==> config.mk <==
export PLATFORM = sky130hd
export DESIGN_NAME = lane_align_buf
export DESIGN_NICKNAME = d
export VERILOG_FILES = /design/src/rtl/lane_align_pkg.sv /design/src/rtl/lane_align_store.sv /design/src/rtl/lane_align_ctrl.sv /design/src/rtl/lane_align_buf.sv
export SDC_FILE = /design/constraint.sdc
export NUM_CORES = 1
export LEC_CHECK = 0
export ABC_AREA = 1
export BUFFER_PORTS_ARGS = -buffer_cell sky130_fd_sc_hd__buf_4
export CORE_UTILIZATION = 45
export CTS_BUF_LIST = sky130_fd_sc_hd__clkbuf_8
export DETAILED_ROUTE_END_ITERATION = 10
export GPL_ROUTABILITY_DRIVEN = 0
export PLACE_DENSITY = 0.73
export SYNTH_ARGS = -nofsm -noshare
export SYNTH_HDL_FRONTEND = slang
export SYNTH_SLANG_ARGS = --single-unit
==> constraint.sdc <==
create_clock -name clk -period 11.75 [get_ports clk]
set_input_delay 2.9375 -clock clk [delete_from_list [all_inputs] [get_ports clk]]
set_output_delay 2.9375 -clock clk [all_outputs]
set_load 0.02 [all_outputs]
==> src/rtl/lane_align_pkg.sv <==
package lane_align_pkg;

  typedef enum logic [1:0] {
    LS_INIT = 2'd0,
    LS_SYNC = 2'd1,
    LS_ALGN = 2'd2,
    LS_DATA = 2'd3
  } link_st_t;

  typedef struct packed {
    logic       ctrl;
    logic       disp_err;
    logic       nit_err;
    logic [7:0] data;
  } lane_char_t;

  localparam int CHAR_W = $bits(lane_char_t);

  localparam logic [7:0] COMMA_BYTE  = 8'hBC;
  localparam logic [7:0] MARKER_BYTE = 8'h7C;

  localparam lane_char_t COMMA_CHAR = '{ctrl: 1'b1, disp_err: 1'b0,
                                        nit_err: 1'b0, data: COMMA_BYTE};

  // Characters a lane may hold before release: one multiframe, clipped to depth.
  function automatic int unsigned skew_limit(int unsigned octets,
                                             int unsigned frames,
                                             int unsigned depth);
    int unsigned span;
    span = octets * frames;
    if (span == 0 || span > depth) return depth;
    return span;
  endfunction

endpackage

==> src/rtl/lane_align_store.sv <==
module lane_align_store #(
  parameter int DEPTH = 32,
  parameter int W     = 11,
  localparam int AW   = $clog2(DEPTH)
) (
  input  logic          clk,
  input  logic          wr_en,
  input  logic [AW-1:0] waddr,
  input  logic [W-1:0]  wdata,
  input  logic [AW-1:0] raddr,
  output logic [W-1:0]  rdata
);

  logic [W-1:0] cells [DEPTH];

  for (genvar g = 0; g < DEPTH; g++) begin : g_cell
    always_ff @(posedge clk) begin
      if (wr_en && waddr == AW'(g)) cells[g] <= wdata;
    end
  end

  assign rdata = cells[raddr];

endmodule

==> src/rtl/lane_align_ctrl.sv <==
module lane_align_ctrl
  import lane_align_pkg::*;
#(
  parameter int DEPTH = 32,
  localparam int AW   = $clog2(DEPTH),
  localparam int CW   = AW + 1
) (
  input  logic          clk,
  input  logic          rst_n,
  input  logic [1:0]    link_state,
  input  logic          start,
  input  logic          in_is_marker,
  input  logic [CW-1:0] limit,
  output logic          wr_en,
  output logic          rd_en,
  output logic [AW-1:0] waddr,
  output logic [AW-1:0] raddr,
  output logic          ready,
  output logic          aligned,
  output logic          error
);

  link_st_t      st;
  logic          active;
  logic          arm;
  logic          early_start;
  logic          wr_req;
  logic          overrun;
  logic          ready_q, aligned_q, error_q;
  logic [CW-1:0] wptr, rptr, fill;

  assign st          = link_st_t'(link_state);
  assign active      = (st == LS_ALGN) || (st == LS_DATA);
  assign fill        = wptr - rptr;

  assign arm         = active && (st == LS_ALGN) && in_is_marker && !ready_q;
  assign early_start = active && start && !ready_q;
  assign rd_en       = active && ready_q && (aligned_q || start);
  assign wr_req      = active && (ready_q || arm);
  assign overrun     = wr_req && !rd_en && (fill == limit);
  assign wr_en       = wr_req && !overrun;

  always_ff @(posedge clk) begin
    if (!rst_n || !active) begin
      ready_q   <= 1'b0;
      aligned_q <= 1'b0;
      error_q   <= 1'b0;
      wptr      <= '0;
      rptr      <= '0;
    end else begin
      ready_q   <= ready_q | arm;
      aligned_q <= aligned_q | rd_en;
      error_q   <= error_q | early_start | overrun;
      if (wr_en) wptr <= wptr + 1'b1;
      if (rd_en) rptr <= rptr + 1'b1;
    end
  end

  assign waddr   = wptr[AW-1:0];
  assign raddr   = rptr[AW-1:0];
  assign ready   = ready_q;
  assign aligned = aligned_q;
  assign error   = error_q;

  assert_idle_clears_R9: assert property (@(posedge clk) disable iff (!rst_n)
    !active |=> (!ready_q && !aligned_q && !error_q && fill == '0));

  assert_aligned_needs_ready_R5: assert property (@(posedge clk) disable iff (!rst_n)
    aligned_q |-> ready_q);

  assert_fill_bounded_R8: assert property (@(posedge clk) disable iff (!rst_n)
    fill <= CW'(DEPTH));

  assert_early_start_err_R7: assert property (@(posedge clk) disable iff (!rst_n)
    (active && start && !ready_q) |=> (error_q && !aligned_q));

  assert_ready_from_marker_R2: assert property (@(posedge clk) disable iff (!rst_n)
    $rose(ready_q) |-> $past(in_is_marker && st == LS_ALGN));

endmodule

==> src/rtl/lane_align_buf.sv <==
module lane_align_buf
  import lane_align_pkg::*;
#(
  parameter int DEPTH = 32
) (
  input  logic       clk,
  input  logic       rst_n,
  input  logic [1:0] link_state,
  input  logic       start,
  input  logic [8:0] frame_octets,
  input  logic [5:0] frames_per_multi,
  input  logic       in_ctrl,
  input  logic       in_disp_err,
  input  logic       in_nit_err,
  input  logic [7:0] in_data,
  output logic       out_ctrl,
  output logic       out_disp_err,
  output logic       out_nit_err,
  output logic [7:0] out_data,
  output logic       ready,
  output logic       aligned,
  output logic       error
);

  localparam int AW = $clog2(DEPTH);
  localparam int CW = AW + 1;

  lane_char_t    in_char, rd_char, out_q;
  logic          in_is_marker;
  logic [CW-1:0] limit;
  logic          wr_en, rd_en;
  logic [AW-1:0] waddr, raddr;

  assign in_char      = '{ctrl: in_ctrl, disp_err: in_disp_err,
                          nit_err: in_nit_err, data: in_data};
  assign in_is_marker = in_ctrl && (in_data == MARKER_BYTE);
  assign limit        = CW'(skew_limit(int'(frame_octets), int'(frames_per_multi), DEPTH));

  lane_align_ctrl #(.DEPTH(DEPTH)) u_ctrl (
    .clk          (clk),
    .rst_n        (rst_n),
    .link_state   (link_state),
    .start        (start),
    .in_is_marker (in_is_marker),
    .limit        (limit),
    .wr_en        (wr_en),
    .rd_en        (rd_en),
    .waddr        (waddr),
    .raddr        (raddr),
    .ready        (ready),
    .aligned      (aligned),
    .error        (error)
  );

  lane_align_store #(.DEPTH(DEPTH), .W(CHAR_W)) u_store (
    .clk   (clk),
    .wr_en (wr_en),
    .waddr (waddr),
    .wdata (in_char),
    .raddr (raddr),
    .rdata (rd_char)
  );

  always_ff @(posedge clk) begin
    if (!rst_n || !rd_en) out_q <= COMMA_CHAR;
    else                  out_q <= rd_char;
  end

  assign out_ctrl     = out_q.ctrl;
  assign out_disp_err = out_q.disp_err;
  assign out_nit_err  = out_q.nit_err;
  assign out_data     = out_q.data;

  assert_comma_until_read_R4: assert property (@(posedge clk) disable iff (!rst_n)
    !rd_en |=> (out_q == COMMA_CHAR));

endmodule

== Word-level counts from Yosys, hierarchy flattened ==
Memory sizes are Yosys's and may differ from the RTL's. A register that Yosys moved wholly into a read port is not among the register bits.
Cells that the tools add are included.

* Register bits after elaboration: 15
* Bits in writable memories: 352
* Output and inout port bits: 14
* Word-level logic and storage cells: 298
* Memories: 1

{| class="wikitable"
|+ Memories
! memory !! words !! bits a word !! rd ports !! clocked after memory_dff !! wr ports !! RTL line !! RTL
|-
| u_store.cells || 32 || 11 || 1 || 1 || 1 || lane_align_store.sv:14 || <nowiki>logic [W-1:0] cells [DEPTH];</nowiki>
|}

* $add $sub $neg: 3
* $mul: 1
* Order comparisons: 1
* Eq/ne operators: 35
* Mux-type cells: 160
* Bitwise gates (word level): 4
* Reductions and logical operators: 88

{| class="wikitable"
|+ Operators by type and width
! kind !! count
|-
| $mux 11 || 31
|-
| $reduce_or 11->1 || 31
|-
| $mux 5 || 31
|-
| $mux 1 || 96
|-
| $eq 5x5->1 const B || 16
|-
| $logic_and 1x1->1 || 44
|-
| $eq 5x4->1 const B || 8
|-
| $eq 5x3->1 const B || 4
|-
| $gt 15x6->1 const B || 1
|-
| $logic_not 15->1 || 1
|-
| $mul 9x6->15 || 1
|-
| $add 6x1->6 const B || 2
|-
| $mux 6 || 2
|-
| $eq 5x2->1 const B || 2
|-
| $eq 8x7->1 const B || 1
|-
| $eq 6x6->1 || 1
|-
| $logic_or 1x1->1 || 6
|-
| $sub 6x6->6 || 1
|-
| $eq 5x1->1 const B || 1
|-
| $logic_not 1->1 || 5
|-
| $logic_not 5->1 || 1
|-
| $eq 2x2->1 const B || 2
|-
| $or 1x1->1 || 4
|}

== Longest topological paths before layout ==
* Depth in word-level cells: 46
* Depth in mapped cells: 32
* Depth with buffers taken out: 29

== Cells and area by module ==
A second synthesis with hierarchy kept.

* Cell total of the unflattened synthesis: 1,730
* Area total of the unflattened synthesis: 17,818.3 um2

{| class="wikitable"
|+ By module, submodules not included
! module !! instances !! cells each !! area an instance (um2)
|-
| lane_align_store || 1 || 1,256 || 14,517.7
|-
| lane_align_buf || 1 || 309 || 2,174.6
|-
| lane_align_ctrl || 1 || 165 || 1,126.1
|}

== Worst setup path after synthesis ==
Ideal clock, no wire load.

* Path kind: in2reg
* From: input frames_per_multi[5]
* To: memory u_store.cells[21][0], enable pin
* Library setup time: 378 ps
* Data arrival time: 7,332 ps
* Data required time: 11,372 ps
* Slack: 4,040 ps
* Cell stages on the path: 27
* Buffers on the path: 2
* Path through: clkbuf_1 > nand2_1 > fa_1 > fa_1 > fa_1 > inv_1 > ha_1 > nand2_2 > inv_1 > a21oi_1 > nand3_1 > nand2_1 > nand2_1 > nor2_2 > nand3_2 > nor2_4 > nand3_1 > nand2_1 > inv_1 > nand2_1 > nor2_2 > nand2_4 > nand2_4 > inv_6 > nand2_4 > buf_8 > nor2_1

* Cells in the longest elaborated chain, start to end: 44
* Elaborated cells on any way between the ends: 200
* Classes of those cells: mul: 1; order compare: 1; eq/ne: 1; mux: 129; reduce/logical: 68

{| class="wikitable"
|+ RTL lines
! element !! RTL line !! RTL
|-
| start: declaration || lane_align_buf.sv:11 || <nowiki>input logic [5:0] frames_per_multi,</nowiki>
|-
| $mul 9x6->15 (*) || lane_align_pkg.sv:30 || <nowiki>span = octets * frames;</nowiki>
|-
| $gt 15x6->1 / $logic_not 15->1 (equally long branches) || lane_align_pkg.sv:31 || <nowiki>if (span == 0 || span > depth) return depth;</nowiki>
|-
| $logic_or 1x1->1 || lane_align_pkg.sv:31 ||
|-
| $mux 1 / $mux 6 (equally long branches) || lane_align_pkg.sv:31 ||
|-
| $mux 6 (*) || lane_align_pkg.sv:32 || <nowiki>return span;</nowiki>
|-
| $eq 6x6->1 (*) || lane_align_ctrl.sv:40 || <nowiki>assign overrun = wr_req && !rd_en && (fill == limit);</nowiki>
|-
| $logic_and 1x1->1 (*) || lane_align_ctrl.sv:40 ||
|-
| $logic_not 1->1 (*) || lane_align_ctrl.sv:41 || <nowiki>assign wr_en = wr_req && !overrun;</nowiki>
|-
| $logic_and 1x1->1 (*) || lane_align_ctrl.sv:41 ||
|-
| $logic_and 1x1->1 || lane_align_store.sv:18 || <nowiki>if (wr_en && waddr == AW'(g)) cells[g] <= wdata;</nowiki>
|-
| $mux 1 || lane_align_store.sv:18 ||
|-
| $mux 1 (implied by the code) || lane_align_store.sv:18 ||
|-
| $reduce_or 11->1 (no source line) || - ||
|-
| $mux 5 (no source line) / $mux 1 (equally long branches) (31 in series) || - ||
|-
| end: declaration || lane_align_store.sv:14 ||
|}

Mark *: on every way between the ends. The rest lies on a longest branch, timed or not.

== Worst setup path in the final report ==
* From: input frames_per_multi[0]
* To: memory u_store.cells[17][10], enable pin

The elaborated chain is that of the path after synthesis.

==> reports/qor.yml <==
worst_setup_path:
  path_buf_inv: 5
  end_kind: "register"
  worstSetupEndpoint: "u_store.cells[17][10]"
  rr_endpoint: "u_store.cells[17][10]"
  crit_cells: 26
  cp.required_ns: 11.95
  startpoint: "frames_per_multi[0]"
  worstSetupPathType: "input pin to register"
  critPathArrivalTime_ns: 7.96
  path_delay_family: "simple AND/OR/NAND/NOR gates"
  crit_fanout: 15
  critical_path.max_stage_delay_ns: 0.93
  cp_common_cell: "nand2_1"
  cp-start-kind: "input pin"
  rr_worst_depth: 13
  critical-path-slowest-cell: "nor2_1"
  r2r_start: "u_ctrl.rptr[3]"
  reg2reg_setup_slack_ns: 7.39
drt:
  drc: 0
  initialDrtViolationCount: 1385
  wirelength_mm: 41.1
  dr_total_vias: 11800
  drt_pass1_iterations: 6
  vias_per_cell: 5.61
  wl_per_cell_um: 19.6
  antenna_left: 0
place:
  dp.cells: 1989
  dp_slack_ns: 3.45
  dpl-instance-area_um2: 17800
  hpwl_mm: 24.6
  io_buffers: 44
clock_tree:
  cts_hold_buffers: 0
  cts_tree: "yes"
  cts_sinks: 378
  cts_setup_buffers: 0
  cts_resized: 0
  htreeDepth: 2
  cts_made_buffers: 56
  cts_buffer_depth: 3
  clockRootBuffer: "clkbuf_8"
  clk_latency_ns: 0.60
  cts.clk_slew.worst_paths_ns: 0.07
global_route:
  globalRouteTotalUtil_pct: 21.3
  grt_antenna_before_repair: 1
  overflow: 0
  grt_pass1_wl_mm: 63.6
  grt_pass1_vias: 11400
  grt_max_degree: 93
layout:
  postLayoutCellArea_um2: 18900
  final_cell_count_no_fill: 2094
  drive_gt1_share_pct: 10.1
  nNetsFinal: 1632
  final_cell_mix: "352 x edfxtp_1, 230 x nor2_1, 191 x o21ai_0, 189 x nand2_1, 117 x inv_1"
  area_growth_syn_to_layout_pct: 10.3
  fillers: 3225
  layout_commonest_cell: "edfxtp_1"
synth:
  synth_area_per_cell_um2: 11.4
  syn_area_um2: 17100
  synthArstFlopShare_pct: 0
  synth_cell_types: 40
  ys_ff_latch: 378
  ys_warn_count: 0
  ys_seq_area_share_pct: 64.8
  synth_edf_count: 352
  synthCells: 1502
  dominantRegCellSynth: "edfxtp_1"
  syn_nets: 1598
sta:
  period_minus_slack_ns: 7.77
  slew_viol_final: 0
  rsz0062_at_grt: "false"
  maxSlewHeadroom_pct: 19.8
  period_share_pct: 66.1
  hold-worst-slack_ns: 0.480
  timing.final.ws_setup_ns: 3.98
  finalClockSkew_ns: 0.0185
  hold_viol: 0
  timing.fmax_ghz: 0.129
  finalSetupTns_ns: 0
  tightest_slew_ns: 1.20
  setup_viol: 0
power_and_ir_drop:
  p_clk_share_pct: 35.6
  combPwrFrac_pct: 11.2
  power_density_nw_per_um2: 146
  switchingPower_uw: 709
  vdd_drop_max_mv: 0.0884
  swShare_pct: 25.7
  seq_power_share_pct: 53.2
  internal_power_mw: 2.05
  total_leakage_power_nw: 6.76
floorplan:
  fp.dieH_um: 197
  dieArea_um2: 38800
  start_util_pct: 45.5
  die_w_um: 197
  ios: 45
  coreArea_um2: 37600
  rows: 71
min_path:
  hp-class: "register to register"
  hold_start: "u_ctrl.aligned"
flow_run:
  maxCapViolations: 0
outcome:
  status: "completed"
per-layer routing:
| metal | track usage, % | share of wire [%] | routed length (um) |
|---|---|---|---|
| met5 | 0 | 0 | 0 |
| met4 | 8.64 | 3.4 | 1390 |
| met3 | 2.97 | 8.0 | 3300 |
| met2 | 33.5 | 47 | 19100 |
| met1 | 29.9 | 42 | 17200 |
state kept, by name, indices dropped and copies added (netlist names):
name / count
out_ctrl: 1
u_ctrl.ready: 1
u_ctrl.rptr: 6
out_data: 8
out_disp_err: 1
u_ctrl.wptr: 6
out_nit_err: 1
u_store.cells: 352
u_ctrl.aligned: 1
u_ctrl.error: 1
synthesized netlist by cell type (13+ instances only):
library cell  count  area, um^2
a21oi_1          22         110
a31oi_1          14        87.6
clkbuf_1         71         267
dfxtp_1          26         521
edfxtp_1        352       10600
fa_1             30         601
ha_1             35         438
inv_1           102         383
nand2_1         189         709
nand3_1          63         315
nor2_1          230         863
nor2_2           13        81.3
o21ai_0         191         956
o221ai_1         32         280
o22ai_1          55         344
power by group through the flow:
stage | clock network [mW] | logic (mW) | registers, mW
finish | 0.981 | 0.310 | 1.47
global route | 1.05 | 0.353 | 1.47
CTS | 0.994 | 0.306 | 1.47
detailed placement | 0 | 0.304 | 1.50
global placement | 0 | 0.294 | 1.50
floorplan | 0 | 0.219 | 1.50
logic make-up after synthesis:
| group | Yosys count | share of synthesized area (%) |
|---|---|---|
| and+or+nand+nor | 527 | 12.9 |
| DFF | 378 | 64.8 |
| AOI/OAI and AO/OA | 335 | 11.4 |
| buffers and inverters | 187 | 4.38 |
| adders and majority gates | 65 | 6.07 |
| xor gates and xnor gates | 10 | 0.512 |
cell type report:
class / instances / area, um^2 / share of cell area, %
clock inverter: 47 / 255 / 1.35
antenna: 1 / 2.50 / 0.0133
tap: 511 / 639 / 3.39
clock buffer: 57 / 785 / 4.16
sequential: 378 / 11100 / 58.8
timing repair buffer: 56 / 420 / 2.23
multi-input combinational: 937 / 5270 / 27.9
inverter: 107 / 409 / 2.17
through the flow:
step | utilization [%] | power, mW
after floorplan | - | 1.72
after global placement | 47.5 | 1.79
after detailed placement | 47.5 | 1.80
after CTS | 50.2 | 2.77
after global routing | 50.2 | 2.87
final | 50.2 | 2.76
worst reg2reg max path, stage by stage, from the launching register on:
cell and delay [ns]:
dfxtp_1 0.36, clkinv_1 0.75, ha_1 0.69, a21oi_1 0.20
o21ai_0 0.12, xor2_1 0.16, nand3b_1 0.18, nand3_2 0.09
nor2_2 0.06, nand2_4 0.11, nand2_4 0.10, inv_6 0.09
nand2_4 0.12, nor2_1 0.93
how the worst min path moves through the flow:
stage / endpoint / slack (ns) / cells past startpoint
6_report: u_ctrl.aligned / 0.48 / 2
3_3_place_gp: u_ctrl.rptr[5] / 0.46 / 2
3_5_place_dp: u_ctrl.aligned / 0.48 / 2
4_1_cts: u_ctrl.aligned / 0.49 / 2
5_1_grt: u_ctrl.aligned / 0.50 / 2
2_1_floorplan: u_ctrl.rptr[5] / 0.45 / 2
(Power assumes the default switching activity.)
